[src/rtl/srx_pkg.sv]
package srx_pkg;
  localparam int DATA_W = 8;
  localparam int REG_W  = 8;

  localparam logic [1:0] ADDR_CTRL = 2'd0;
  localparam logic [1:0] ADDR_STAT = 2'd1;
  localparam logic [1:0] ADDR_DATA = 2'd2;

  localparam int CTRL_EN  = 0;
  localparam int CTRL_PEN = 1;
  localparam int CTRL_ODD = 2;

  localparam int STAT_FULL = 0;
  localparam int STAT_OVR  = 1;
  localparam int STAT_PERR = 2;
  localparam int STAT_FERR = 3;
  localparam int STAT_LINE = 4;

  typedef enum logic [2:0] {
    ST_IDLE, ST_START, ST_DATA, ST_PAR, ST_STOP
  } rx_state_e;

  typedef struct packed {
    logic [DATA_W-1:0] data;
    logic              par_err;
    logic              frm_err;
  } rx_result_t;
endpackage

[src/rtl/srx_tick_gen.sv]
module srx_tick_gen #(
  parameter int DIV = 8
) (
  input  logic clk_i,
  input  logic rst_ni,
  input  logic restart_i,
  output logic tick_o
);
  localparam int CW = (DIV > 1) ? $clog2(DIV) : 1;
  localparam logic [CW-1:0] TOP = CW'(DIV - 1);

  logic [CW-1:0] div_q;

  always_ff @(posedge clk_i or negedge rst_ni) begin
    if (!rst_ni)                       div_q <= '0;
    else if (restart_i || div_q == TOP) div_q <= '0;
    else                               div_q <= div_q + 1'b1;
  end

  assign tick_o = (div_q == TOP);
endmodule

[src/rtl/srx_sync.sv]
module srx_sync #(
  parameter int STAGES = 2
) (
  input  logic clk_i,
  input  logic rst_ni,
  input  logic d_i,
  output logic q_o
);
  logic [STAGES-1:0] sh_q;

  always_ff @(posedge clk_i or negedge rst_ni) begin
    if (!rst_ni) sh_q <= '1;  // line idles high
    else         sh_q <= {sh_q[STAGES-2:0], d_i};
  end

  assign q_o = sh_q[STAGES-1];
endmodule

[src/rtl/srx_deser.sv]
module srx_deser
  import srx_pkg::*;
#(
  parameter int OVS = 16  // power of two: tick counter wraps naturally
) (
  input  logic       clk_i,
  input  logic       rst_ni,
  input  logic       tick_i,
  input  logic       rxd_i,
  input  logic       enable_i,
  input  logic       hold_i,
  input  logic       par_en_i,
  input  logic       par_odd_i,
  output logic       restart_o,
  output logic       done_o,
  output logic       idle_o,
  output rx_result_t result_o
);
  localparam int CW = $clog2(OVS);
  localparam int BW = $clog2(DATA_W);
  localparam logic [CW-1:0] MID  = CW'(OVS / 2 - 1);
  localparam logic [CW-1:0] LAST = CW'(OVS - 1);
  localparam logic [BW-1:0] BLAST = BW'(DATA_W - 1);

  rx_state_e         state_q;
  logic [CW-1:0]     cnt_q;
  logic [BW-1:0]     bit_q;
  logic [DATA_W-1:0] shreg_q;
  logic              par_q;
  logic              done_q;
  rx_result_t        res_q;
  logic              samp;

  // done_q guard keeps a low stop bit from retriggering before flags land
  assign restart_o = (state_q == ST_IDLE) && enable_i && !hold_i && !done_q && !rxd_i;
  assign samp      = tick_i && (cnt_q == LAST);

  always_ff @(posedge clk_i or negedge rst_ni) begin
    if (!rst_ni) begin
      state_q <= ST_IDLE;
      cnt_q   <= '0;
      bit_q   <= '0;
      shreg_q <= '0;
      par_q   <= 1'b0;
      done_q  <= 1'b0;
      res_q   <= '0;
    end else begin
      done_q <= 1'b0;
      if (!enable_i) begin
        state_q <= ST_IDLE;
      end else begin
        case (state_q)
          ST_IDLE: begin
            if (restart_o) begin
              state_q <= ST_START;
              cnt_q   <= '0;
            end
          end
          ST_START: begin
            if (tick_i) begin
              cnt_q <= cnt_q + 1'b1;
              if (cnt_q == MID) begin
                cnt_q   <= '0;
                bit_q   <= '0;
                state_q <= rxd_i ? ST_IDLE : ST_DATA;
              end
            end
          end
          ST_DATA: begin
            if (tick_i) cnt_q <= cnt_q + 1'b1;
            if (samp) begin
              shreg_q <= {rxd_i, shreg_q[DATA_W-1:1]};
              if (bit_q == BLAST) state_q <= par_en_i ? ST_PAR : ST_STOP;
              else                bit_q   <= bit_q + 1'b1;
            end
          end
          ST_PAR: begin
            if (tick_i) cnt_q <= cnt_q + 1'b1;
            if (samp) begin
              par_q   <= rxd_i;
              state_q <= ST_STOP;
            end
          end
          ST_STOP: begin
            if (tick_i) cnt_q <= cnt_q + 1'b1;
            if (samp) begin
              done_q        <= 1'b1;
              res_q.data    <= shreg_q;
              res_q.frm_err <= ~rxd_i;
              res_q.par_err <= par_en_i & ((^shreg_q ^ par_q) != par_odd_i);
              state_q       <= ST_IDLE;
            end
          end
          default: state_q <= ST_IDLE;
        endcase
      end
    end
  end

  assign done_o   = done_q;
  assign idle_o   = (state_q == ST_IDLE);
  assign result_o = res_q;
endmodule

[src/rtl/srx_regs.sv]
module srx_regs
  import srx_pkg::*;
(
  input  logic              clk_i,
  input  logic              rst_ni,
  input  logic [1:0]        addr_i,
  input  logic              wr_en_i,
  input  logic              rd_en_i,
  input  logic [REG_W-1:0]  wdata_i,
  output logic [REG_W-1:0]  rdata_o,
  input  logic              done_i,
  input  rx_result_t        result_i,
  input  logic              line_i,
  output logic              rx_en_o,
  output logic              par_en_o,
  output logic              par_odd_o,
  output logic              err_any_o,
  output logic              full_o,
  output logic              ovr_o,
  output logic [DATA_W-1:0] rdr_o
);
  logic              rx_en_q, par_en_q, par_odd_q;
  logic              full_q, ovr_q, perr_q, ferr_q;
  logic [DATA_W-1:0] rdr_q;
  logic              wr_ctrl, wr_stat, rd_data;

  assign wr_ctrl = wr_en_i && (addr_i == ADDR_CTRL);
  assign wr_stat = wr_en_i && (addr_i == ADDR_STAT);
  assign rd_data = rd_en_i && (addr_i == ADDR_DATA);

  always_ff @(posedge clk_i or negedge rst_ni) begin
    if (!rst_ni) begin
      rx_en_q   <= 1'b0;
      par_en_q  <= 1'b0;
      par_odd_q <= 1'b0;
      full_q    <= 1'b0;
      ovr_q     <= 1'b0;
      perr_q    <= 1'b0;
      ferr_q    <= 1'b0;
      rdr_q     <= '0;
    end else begin
      if (wr_ctrl) begin
        rx_en_q   <= wdata_i[CTRL_EN];
        par_en_q  <= wdata_i[CTRL_PEN];
        par_odd_q <= wdata_i[CTRL_ODD];
      end
      // software clears by writing 0; hardware set below wins
      if (wr_stat) begin
        if (!wdata_i[STAT_OVR])  ovr_q  <= 1'b0;
        if (!wdata_i[STAT_PERR]) perr_q <= 1'b0;
        if (!wdata_i[STAT_FERR]) ferr_q <= 1'b0;
      end
      if (done_i) begin
        // a same-cycle data read counts as having emptied the register
        if (full_q && !rd_data) begin
          ovr_q <= 1'b1;
        end else begin
          rdr_q  <= result_i.data;
          full_q <= 1'b1;
          if (result_i.par_err) perr_q <= 1'b1;
          if (result_i.frm_err) ferr_q <= 1'b1;
        end
      end else if (rd_data) begin
        full_q <= 1'b0;
      end
    end
  end

  always_comb begin
    rdata_o = '0;
    case (addr_i)
      ADDR_CTRL: begin
        rdata_o[CTRL_EN]  = rx_en_q;
        rdata_o[CTRL_PEN] = par_en_q;
        rdata_o[CTRL_ODD] = par_odd_q;
      end
      ADDR_STAT: begin
        rdata_o[STAT_FULL] = full_q;
        rdata_o[STAT_OVR]  = ovr_q;
        rdata_o[STAT_PERR] = perr_q;
        rdata_o[STAT_FERR] = ferr_q;
        rdata_o[STAT_LINE] = line_i;
      end
      ADDR_DATA: rdata_o = rdr_q;
      default:   rdata_o = '0;
    endcase
  end

  assign rx_en_o   = rx_en_q;
  assign par_en_o  = par_en_q;
  assign par_odd_o = par_odd_q;
  assign err_any_o = ovr_q | perr_q | ferr_q;
  assign full_o    = full_q;
  assign ovr_o     = ovr_q;
  assign rdr_o     = rdr_q;
endmodule

[src/rtl/srx_top.sv]
module srx_top
  import srx_pkg::*;
#(
  parameter int CLK_PER_TICK = 8,
  parameter int OVS          = 16,
  parameter int SYNC_STAGES  = 2
) (
  input  logic             clk_i,
  input  logic             rst_ni,
  input  logic             rxd_i,
  input  logic [1:0]       addr_i,
  input  logic             wr_en_i,
  input  logic             rd_en_i,
  input  logic [REG_W-1:0] wdata_i,
  output logic [REG_W-1:0] rdata_o
);
  logic              rxd_s;
  logic              tick, restart;
  logic              rx_done, rx_idle;
  rx_result_t        rx_res;
  logic              rx_en, par_en, par_odd, err_any;
  logic              full, ovr;
  logic [DATA_W-1:0] rdr;

  srx_sync #(.STAGES(SYNC_STAGES)) u_sync (
    .clk_i (clk_i),
    .rst_ni(rst_ni),
    .d_i   (rxd_i),
    .q_o   (rxd_s)
  );

  srx_tick_gen #(.DIV(CLK_PER_TICK)) u_tick (
    .clk_i    (clk_i),
    .rst_ni   (rst_ni),
    .restart_i(restart),
    .tick_o   (tick)
  );

  srx_deser #(.OVS(OVS)) u_deser (
    .clk_i    (clk_i),
    .rst_ni   (rst_ni),
    .tick_i   (tick),
    .rxd_i    (rxd_s),
    .enable_i (rx_en),
    .hold_i   (err_any),
    .par_en_i (par_en),
    .par_odd_i(par_odd),
    .restart_o(restart),
    .done_o   (rx_done),
    .idle_o   (rx_idle),
    .result_o (rx_res)
  );

  srx_regs u_regs (
    .clk_i    (clk_i),
    .rst_ni   (rst_ni),
    .addr_i   (addr_i),
    .wr_en_i  (wr_en_i),
    .rd_en_i  (rd_en_i),
    .wdata_i  (wdata_i),
    .rdata_o  (rdata_o),
    .done_i   (rx_done),
    .result_i (rx_res),
    .line_i   (rxd_s),
    .rx_en_o  (rx_en),
    .par_en_o (par_en),
    .par_odd_o(par_odd),
    .err_any_o(err_any),
    .full_o   (full),
    .ovr_o    (ovr),
    .rdr_o    (rdr)
  );
endmodule

[config.mk]
export PLATFORM = sky130hd
export DESIGN_NAME = srx_top
export DESIGN_NICKNAME = d
export VERILOG_FILES = /design/src/rtl/srx_pkg.sv /design/src/rtl/srx_tick_gen.sv /design/src/rtl/srx_sync.sv /design/src/rtl/srx_deser.sv /design/src/rtl/srx_regs.sv /design/src/rtl/srx_top.sv
export SDC_FILE = /design/constraint.sdc
export NUM_CORES = 1
export LEC_CHECK = 0
export BUFFER_PORTS_ARGS = -buffer_cell sky130_fd_sc_hd__buf_2
export CAP_MARGIN = 0
export CORE_MARGIN = 1.5
export CORE_UTILIZATION = 45
export DETAILED_ROUTE_END_ITERATION = 7
export PLACE_DENSITY = 0.63
export SYNTH_ARGS = -nofsm -noshare
export SYNTH_HDL_FRONTEND = slang
export SYNTH_SLANG_ARGS = --single-unit
[constraint.sdc]
create_clock -name clk_i -period 2.6 [get_ports clk_i]
set_input_delay 0.39 -clock clk_i [delete_from_list [all_inputs] [get_ports clk_i]]
set_output_delay 0.39 -clock clk_i [all_outputs]
set_load 0.01 [all_outputs]
# Yosys cells after proc, flatten, opt, wreduce, memory -nomap -nowiden
# Cells that the tools add are included.
# classes
n_addsub,3
n_eq_ne,25
mux,45
bitwise_logic,6
n_reduce_logical,29
# op_table
operator,n
3-bit 2-to-1 mux,15
"3-bit != test, second input constant",7
1-bit 2-to-1 mux,20
4-bit 2-to-1 mux,4
3-bit case mux with 5 select lines,1
4-bit case mux with 3 select lines,1
"2-bit by 1-bit != test with 1-bit output, second input constant",5
"3-bit equality test, second input constant",3
1-bit logical AND,9
3-bit case mux with 3 select lines,1
3-bit AND reduction,3
8-bit XOR reduction,1
7-bit AND reduction,1
"3-bit by 1-bit adder with 3-bit output, second input constant",2
"3-bit by 2-bit equality test with 1-bit output, second input constant",2
3-bit case mux with 2 select lines,1
6-bit AND reduction,1
5-bit AND reduction,1
"4-bit by 1-bit adder with 4-bit output, second input constant",1
"4-bit by 3-bit equality test with 1-bit output, second input constant",1
"4-bit equality test, second input constant",1
1-bit zero test,4
"2-bit != test, second input constant",2
2-bit case mux with 2 select lines,1
16 further kinds,20
# word_totals
ff_bits,50
inputBits,15
output_inout_bits,8

# Depth between registers and ports, before layout
# Gate-level depths: netlist of the first run.
# logic_depth
word_depth,9
mapped_depth,7
depth_no_buf,6

# Hierarchy
# Synthesis of the first run repeated with hierarchy kept, for this count alone.
# hier_totals
hier_cells,229
hier_area_um2,2615.0
# by_module_without_submodules
mod,n_inst,cells_per_inst,area_each_um2
srx_deser,1,138,1549.0
srx_regs,1,81,893.4
srx_tick_gen,1,8,120.1
srx_sync,1,2,52.6

# Least setup slack after synthesis of the first run
# Ideal clock, no wire load.
# synth_path
path_kind,flip-flop to flip-flop
start,register u_tick.div_q[0]
end,"register u_deser.res_q, in the netlist u_deser.result_o[4]"
arrival_time_ns,1.813
path_slack_ns,0.662
stages_incl_launch_ff,7
cell_sequence,dfrtp_1 ha_1 ha_1 and3_1 nand4_1 clkbuf_1 mux2_2
# synth_via
elab_chain_cells,3
# synth_lines
item,line,rtl
"start, declared",srx_tick_gen.sv:12,logic [CW-1:0] div_q;
"start signal, assigned",srx_tick_gen.sv:17,else div_q <= div_q + 1'b1;
3-bit equality test,srx_tick_gen.sv:20,assign tick_o = (div_q == TOP);
1-bit logical AND,srx_deser.sv:36,assign samp = tick_i && (cnt_q == LAST);
3-bit AND reduction (no line),-,
"end, declared",srx_deser.sv:31,rx_result_t res_q;
# No other way between the ends.
# A chain may end at the register's enable or synchronous reset.

# Final worst setup path of the first run
# layout_path
start,register u_tick.div_q[0]
end,register u_deser.shreg_q[0]
# layout_via
elab_chain_cells,3
# layout_lines
item,line,rtl
3-bit equality test,srx_tick_gen.sv:20,
1-bit logical AND,srx_deser.sv:36,
3-bit AND reduction (no line),-,
"end signal, assigned",srx_deser.sv:72,"shreg_q <= {rxd_i, shreg_q[DATA_W-1:1]};"
"end, declared",srx_deser.sv:28,logic [DATA_W-1:0] shreg_q;
# No other way between the ends.

==> impl_metrics.toml, run 1 <==
[layout]
drive_gt1_frac = 0.269
regArea_um2 = 1250
area_growth_pct = 9.34
final_util = 0.523
final_cell_area_um2 = 2740
n_antenna_cell = 0
fillCellCount = 483
nets = 257
multi_input_area_um2 = 1160

[sta]
whs_ps = 180
slew_headroom = 0.509
fin_crit_ps = 2130
fin_setup_tns_ps = 0
finalHoldViolCount = 0
fin_skew_ps = 11.6
rsz0062_at_grt = "false"
setup_viol = 0
fmax_mhz = 470
drv_slew = 0
worst_pin_slew_ps = 732
setup_ws_ps = 473
period_share = 0.818

[clocking]
tritoncts = "built"
htree_levels = 2
clkTransAtPathRegs_ps = 90
cts.sinks = 50
cts_inserted_buffers = 5
post_cts_buffers = 0
ctsResizeCount = 0
cts_root_buf = "clkbuf_8"
clockBufferDepth = 2
cts_hold_buf = 0
clock_latency_ps = 300

[worst_setup_path]
critPathLaunchType = "flop"
max_stage_delay_ps = 390
crit_fanout = 8
critPathArrivalTime_ps = 2310
r2r_slack_ps = 470
crit_buf_inv = 0
slowest_stage = "dfrtp_1"
crit_family = "simple AND/OR/NAND/NOR gates"
required_ps = 2790
end_kind = "flop"
path_cells = "ha_1, ha_1, and3_1, and3_1, nand3_1, mux2_2"
criticalPathCategory = "reg -> reg"

[routing]
routedWlPerCell_um = 14.6
drtPass1Iterations = 5
drtIter0Drc = 66
via_count = 1656
ant_nets = 0
route.detailed.drc = 0
vias_per_cell = 5.45
wl_um = 4450

[placement]
routabilityCongestion = 0.776
place_area_um2 = 2660
numPortBuffers = 18
pre_cts_ws_ps = 450
post-dp-hpwl_um = 3130

[logic_synthesis]
synth_enable_flop_cells = 0
synthDistinctLibCells = 48
synth_area_um2 = 2500
synth_top_area_cell = "dfrtp_1"
async_reset_ff_frac = 1.00
synth.most_common_cell = "dfrtp_1"
synth_ff_type = "dfrtp_1"
syn_inst = 214
synthTopCellsByArea = "dfrtp_1 48%, mux2_2 14%, ha_1 4.5%"
syn_nets = 238
syn_area_per_cell_um2 = 11.7
synth_top_area_share = 0.480
netlist_top_cells_count = "48 x dfrtp_1, 31 x mux2_2, 12 x o21ai_0, 10 x inv_1, 10 x nand2_1"
seq_area_frac_synth = 0.500
ys_warn_count = 0
postSynthRegisterBits = 50

[floorplan]
die_width_um = 77.6
die_y_um = 77.6
coreArea_um2 = 5240
die_area_um2 = 6020
rows = 26
ioPinCount = 23
start_util = 0.478

[grt]
grt_pass1_wl_um = 7710
grt_antenna_before_repair = 0
grt-ovfl-total = 0
grt_max_degree = 51
grt_use_total = 0.161
grt_pass1_vias = 1681

[outcome]
outcome = "finished clean"

[min_path]
hp-class = "in -> async"

[pwr]
leakage_uw = 0.00132
p_switching_uw = 500
p_sw_frac = 0.297
power_density_nw_per_um2 = 615
seqPwrFrac = 0.537
p_int_uw = 1180
combPwrFrac = 0.202
ir_drop_v = 0.000357
pwr-share-clk = 0.261

[flow_run]
drv_cap = 0
==> registers in the layout (all words and copies together) (netlist names) <==
| name | count |
|---|---|
| u_deser.result_o | 10 |
| u_deser.done_o | 1 |
| u_tick.div_q | 3 |
| u_deser.bit_q | 3 |
| u_regs.rx_en_o | 1 |
| u_regs.full_o | 1 |
| u_regs.par_en_o | 1 |
| u_deser.state_q | 3 |
| u_regs.par_odd_o | 1 |
| u_regs.rdr_o | 8 |
| u_sync.sh_q | 2 |
| u_regs.ferr_q | 1 |
| u_regs.perr_q | 1 |
| u_regs.ovr_o | 1 |
| u_deser.shreg_q | 8 |
| u_deser.par_q | 1 |
| u_deser.cnt_q | 4 |
==> power by group through the flow <==
stage	clock network (µW)	registers (µW)	logic, µW
6_report	440	903	340
3_3_place_gp	0	918	339
5_1_grt	487	916	400
2_1_floorplan	0	873	311
4_1_cts	462	903	344
3_5_place_dp	0	918	342
==> area by class of cell <==
class,instances,share of cell area
flip-flops and latches,50,0.458
multi-input cells,145,0.425
repair buffers,21,0.0411
well taps,70,0.0320
clock buffers,7,0.0279
inverters,10,0.0137
clock inverters,1,0.00274
==> path summary, 6_finish.rpt <==
check                                           from                              to  cells after the start
max                        u_tick.div_q[0]$_DFF_PN0_  u_deser.shreg_q[0]$_DFFE_PN0P_                      6
min                                           rst_ni    u_deser.bit_q[2]$_DFFE_PN0P_                      2
max reg2reg                u_tick.div_q[0]$_DFF_PN0_  u_deser.shreg_q[0]$_DFFE_PN0P_                      6
min reg2reg                 u_sync.sh_q[0]$_DFF_PN1_        u_sync.sh_q[1]$_DFF_PN1_                      0
max in group asynchronous                     rst_ni    u_deser.cnt_q[3]$_DFFE_PN0P_                      2
min in group clk_i                             rxd_i        u_sync.sh_q[0]$_DFF_PN1_                      1
==> through the flow <==
step | instances | power [µW]
floorplan | 214 | 1180
global placement | 296 | 1260
detailed placement | 296 | 1260
CTS | 304 | 1710
global route | 304 | 1800
finish | 304 | 1680
==> cell usage in the layout, fill, tap and decap left out, types with 2 or more instances in the layout <==
cell	count
dfrtp_1	48
mux2_2	31
buf_2	18
o21ai_0	12
inv_1	10
nand2_1	10
ha_1	9
nor2_1	8
xnor2_1	8
and2_1	5
nor2b_1	5
clkbuf_8	5
nor3b_1	4
and3_1	4
nand3_1	4
a222oi_1	3
nand2b_1	3
o31ai_1	3
buf_4	3
a22oi_1	2
o21a_1	2
nand3b_1	2
a211oi_1	2
a31oi_1	2
nor4_1	2
xor2_1	2
a21oi_1	2
clkbuf_1	2
dfstp_2	2
==> cells by family after synthesis <==
logic type	count (synthesis)	synth area share
AOI/OAI and AO/OA	39	0.111
muxes	32	0.143
and+or+nand+nor	54	0.121
DFF	50	0.500
buffers and inverters	19	0.0350
xor gates and xnor gates	11	0.0440
adders and majority gates	9	0.0450
==> routing by layer <==
layer / up-vias / routed length [µm] / GRT usage
li1: 806 / - / -
met1: 819 / 2140 / 0.214
met2: 25 / 2110 / 0.262
met3: 6 / 135 / 0.0282
met4: 0 / 61 / 0.0618
met5: - / 0 / 0
Power figures use the tool's default switching activity.
==> run 2: changes to the inputs <==
--- a/config.mk
+++ b/config.mk
@@ -10,7 +10,7 @@
 export CORE_MARGIN = 1.5
 export CORE_UTILIZATION = 45
 export DETAILED_ROUTE_END_ITERATION = 7
-export PLACE_DENSITY = 0.63
+export PLACE_DENSITY = 0.66
 export SYNTH_ARGS = -nofsm -noshare
 export SYNTH_HDL_FRONTEND = slang
 export SYNTH_SLANG_ARGS = --single-unit
==> constraint.sdc (replaced) <==
create_clock -name clk_i -period 1.9 [get_ports clk_i]
set_input_delay 0.285 -clock clk_i [delete_from_list [all_inputs] [get_ports clk_i]]
set_output_delay 0.285 -clock clk_i [all_outputs]
set_load 0.01 [all_outputs]
==> impl_metrics.toml, run 2 (synthesis results as in run 1) <==
[outcome]
outcome = "finished with violations"
violations = "setup timing"

[layout]
final_common_cell = "dfrtp_1"
nets = 273
area_growth_pct = 18.6
fillCellCount = 458
regArea_um2 = 1250
final_cell_mix = "48 x dfrtp_1, 31 x mux2_2, 18 x buf_2"
n_antenna_cell = 0
final_cell_area_um2 = 2970
drive_gt1_frac = 0.360
largest_reg_flops = 10
multi_input_area_um2 = 1230

[routing]
via_count = 1743
wl_um = 4960
ant_nets = 0
route.detailed.drc = 0
vias_per_cell = 5.45
wl_met1_um = 2430
wl_met3_um = 217
routedWlPerCell_um = 15.5
drtIter0Drc = 87
wl_met2_um = 2300
drtPass1Iterations = 4
top_layer = "met4"

[floorplan]
die_area_um2 = 6020
coreArea_um2 = 5240
ioPinCount = 23
die_y_um = 77.6
rows = 26
die_width_um = 77.6
start_util = 0.478

[clocking]
cts_root_buf = "clkbuf_8"
clkTransAtPathRegs_ps = 90
cts.sinks = 50
cts_inserted_buffers = 5
tritoncts = "built"
clockBufferDepth = 2
clock_latency_ps = 300
htree_levels = 2

[placement]
numPortBuffers = 18
pre_cts_ws_ps = -134
post-dp-hpwl_um = 3410
routabilityCongestion = 0.827
place_area_um2 = 2800

[pwr]
leakage_uw = 0.00143
p_total_uw = 2460
combPwrFrac = 0.250
pwr-share-clk = 0.253
seqPwrFrac = 0.497
ir_drop_v = 0.000320
power_density_nw_per_um2 = 829
p_sw_frac = 0.311
p_int_uw = 1700
p_switching_uw = 765

[grt]
grt_pass1_wl_um = 8360
grt_max_degree = 51
grt-ovfl-total = 0
grt_use_total = 0.176
grt_pass1_vias = 1714
grt_antenna_before_repair = 0

[sta]
fmax_mhz = 512
drv_slew = 0
fin_skew_ps = 8.17
worst_pin_slew_ps = 534
period_share = 1.03
fin_crit_ps = 1950
finalHoldViolCount = 0
setup_ws_ps = -53.2
slew_headroom = 0.639
rsz0062_at_grt = "true"
whs_ps = 75.6
setup_viol = 1

[worst_setup_path]
r2r_cells = 4
r2r_slack_ps = -50
crit_fanout = 2
max_stage_delay_ps = 530
crit_family = "simple AND/OR/NAND/NOR gates"
critPathLaunchType = "flop"
required_ps = 2130
slowest_stage = "or4b_4"
criticalPathCategory = "reg -> reg"
critPathArrivalTime_ps = 2190
path_cells = "or4b_4, o311a_1, or4_1, a21boi_1"
cp_num_cells = 4
crit_buf_inv = 0
end_kind = "flop"

[min_path]
hp-class = "in -> reg"
min_path_cells = 1

[flow_run]
drv_cap = 0
==> run 2: what timing repair did <==
action | 4_1_cts | 5_1_grt
gates cloned | 0 | 0
setup endpoints to repair | 12 | 17
resized for setup | 3 | 9
pin swaps | 0 | 3
buffers inserted | 0 | 1
endpoints found under the hold margin | 48 | 0
hold buffers | 1 | 0
==> run 2: layer usage <==
metal	track usage	up-vias
li1	-	838
met1	0.264	870
met2	0.257	33
met3	0.0353	2
met4	0.0491	0
met5	0	-
==> run 2: path summary, 6_finish.rpt <==
path / from / endpoint
max: u_sync.sh_q[1]$_DFF_PN1_ / u_deser.state_q[0]$_DFFE_PN0P_
min: rxd_i / u_sync.sh_q[0]$_DFF_PN1_
max reg2reg: u_sync.sh_q[1]$_DFF_PN1_ / u_deser.state_q[0]$_DFFE_PN0P_
min reg2reg: u_sync.sh_q[0]$_DFF_PN1_ / u_sync.sh_q[1]$_DFF_PN1_
max in group asynchronous: rst_ni / u_sync.sh_q[0]$_DFF_PN1_
min in group asynchronous: rst_ni / u_regs.rdr_o[7]$_DFFE_PN0P_
==> run 2: power groups by stage <==
stage / sequential [µW] / clock [µW] / combinational (µW)
2_1_floorplan: 1190 / 0 / 427
3_3_place_gp: 1240 / 0 / 538
3_5_place_dp: 1240 / 0 / 549
4_1_cts: 1220 / 643 / 564
5_1_grt: 1230 / 692 / 688
6_report: 1220 / 623 / 614
==> run 2: per-stage QoR <==
step	setup TNS, ps	std cells	util
after floorplan	-9.35	214	-
after global placement	-242	310	0.535
after detailed placement	-462	310	0.535
after CTS	-81.8	319	0.557
after global routing	-95.8	320	0.567
final	-53.2	320	0.567
==> run 2: final cells by class <==
type / count / area share
repair buffers: 37 / 0.0918
multi-input cells: 145 / 0.414
inverters: 10 / 0.0126
flip-flops and latches: 50 / 0.422
well taps: 70 / 0.0295
clock inverters: 3 / 0.00716
clock buffers: 5 / 0.0232
==> run 3: changes to the inputs <==
--- a/config.mk
+++ b/config.mk
@@ -8,9 +8,9 @@
 export BUFFER_PORTS_ARGS = -buffer_cell sky130_fd_sc_hd__buf_2
 export CAP_MARGIN = 0
 export CORE_MARGIN = 1.5
-export CORE_UTILIZATION = 45
+export CORE_UTILIZATION = 50
 export DETAILED_ROUTE_END_ITERATION = 7
-export PLACE_DENSITY = 0.66
+export PLACE_DENSITY = 0.72
 export SYNTH_ARGS = -nofsm -noshare
 export SYNTH_HDL_FRONTEND = slang
 export SYNTH_SLANG_ARGS = --single-unit
==> impl_metrics.toml, run 3 (synthesis results as in run 1) <==
[outcome]
outcome = "finished with violations"
violations = "setup timing"

[floorplan]
die_area_um2 = 5440
coreArea_um2 = 4790
die_width_um = 73.8
rows = 25
die_y_um = 73.8
start_util = 0.523
ioPinCount = 23

[clocking]
clockBufferDepth = 2
tritoncts = "built"
cts_hold_buf = 0
clock_latency_ps = 300
clkTransAtPathRegs_ps = 90
cts_inserted_buffers = 5
htree_levels = 2
cts_root_buf = "clkbuf_8"
cts.sinks = 50

[sta]
finalHoldViolCount = 0
worst_pin_slew_ps = 602
fin_crit_ps = 1950
whs_ps = 64.9
setup_ws_ps = -53.4
drv_slew = 0
period_share = 1.03
slew_headroom = 0.598
rsz0062_at_grt = "true"
fmax_mhz = 512
setup_viol = 1
fin_setup_tns_ps = -53.4
fin_skew_ps = 9.89

[pwr]
p_int_uw = 1740
leakage_uw = 0.00142
p_switching_uw = 736
pwr-share-clk = 0.257
p_sw_frac = 0.297
seqPwrFrac = 0.489
combPwrFrac = 0.254
ir_drop_v = 0.000447
power_density_nw_per_um2 = 841

[min_path]
hp-class = "in -> async"

[placement]
numPortBuffers = 18
routabilityCongestion = 0.824
post-dp-hpwl_um = 3470

[worst_setup_path]
critPathArrivalTime_ps = 2190
r2r_slack_ps = -50
required_ps = 2130
end_kind = "flop"
critPathLaunchType = "flop"
criticalPathCategory = "reg -> reg"
crit_fanout = 2

[layout]
final_common_cell = "dfrtp_1"
drive_gt1_frac = 0.357
largest_reg_flops = 10
n_antenna_cell = 0
final_cell_mix = "48 x dfrtp_1, 31 x mux2_2, 18 x buf_2"
nets = 272
fillCellCount = 408
area_growth_pct = 17.4

[routing]
routedWlPerCell_um = 15.0
route.detailed.drc = 0
drtIter0Drc = 50
vias_per_cell = 5.50
drtPass1Iterations = 5
ant_nets = 0
wl_um = 4740
via_count = 1739

[grt]
grt_max_degree = 51
grt_antenna_before_repair = 0
grt_pass1_wl_um = 8100
grt-ovfl-total = 0
grt_use_total = 0.201
grt_pass1_vias = 1776

[flow_run]
drv_cap = 0
run 3: cell count changes in the layout (fill, tap and decap cells not counted), sizes merged:
cell	delta
clkbuf	+1
clkinv	-1
dlygate4sd3	-1
run 3: worst paths after layout:
check / start / to / cells past startpoint
setup / recovery: u_regs.perr_q$_DFF_PN0_ / u_deser.state_q[0]$_DFFE_PN0P_ / 4
hold / removal: rst_ni / u_deser.state_q[0]$_DFFE_PN0P_ / 2
setup reg to reg: u_regs.perr_q$_DFF_PN0_ / u_deser.state_q[0]$_DFFE_PN0P_ / 4
hold reg to reg: u_sync.sh_q[0]$_DFF_PN1_ / u_sync.sh_q[1]$_DFF_PN1_ / 0
max in group asynchronous: rst_ni / u_regs.rdr_o[1]$_DFFE_PN0P_ / 2
min in group clk_i: rxd_i / u_sync.sh_q[0]$_DFF_PN1_ / 1
run 3: area by class of cell:
cell class                 instances  area (µm²)  area share
inverter                          10        37.5      0.0128
timing repair buffer              36         250      0.0851
tap                               67        83.8      0.0285
clock inverter                     2        12.5     0.00425
sequential                        50        1250       0.426
clock buffer                       6        82.6      0.0281
multi-input combinational        145        1220       0.415
run 3: critical path, cell delays in order (launching register included):
cell	delay, ps
dfrtp_1	390
or4b_4	520
o311a_1	320
or4_4	520
a21boi_2	140
run 3: power groups by stage:
stage / clock (µW) / combinational [µW] / sequential [µW]
floorplan: 0 / 427 / 1190
global placement: 0 / 547 / 1220
detailed placement: 0 / 550 / 1220
CTS: 652 / 570 / 1200
global route: 691 / 708 / 1220
finish: 636 / 629 / 1210
run 3: per-layer routing:
metal | part of all wire | GRT usage | routed length [µm] | vias up
li1 | - | - | - | 835
met1 | 0.45 | 0.253 | 2110 | 874
met2 | 0.51 | 0.333 | 2420 | 23
met4 | 0.019 | 0.0823 | 90 | 0
met5 | 0 | 0 | 0 | -
met3 | 0.025 | 0.0466 | 120 | 7
run 3: per-stage QoR:
step	instance area, µm²	utilization	worst slack, ps	power (µW)	instances
2_1_floorplan	2510	-	-9.35	1620	214
3_3_place_gp	2790	0.582	-32.9	1770	307
3_5_place_dp	2790	0.582	-76.7	1770	307
4_1_cts	2910	0.607	-31.6	2430	315
5_1_grt	2940	0.615	-126	2620	316
6_report	2940	0.615	-53.4	2470	316
run 3: what timing repair did:
item	4_1_cts	5_1_grt
resized for setup	5	5
buffers inserted	0	1
pin swaps	0	1
endpoints found under the setup margin	17	13
gates cloned	0	0
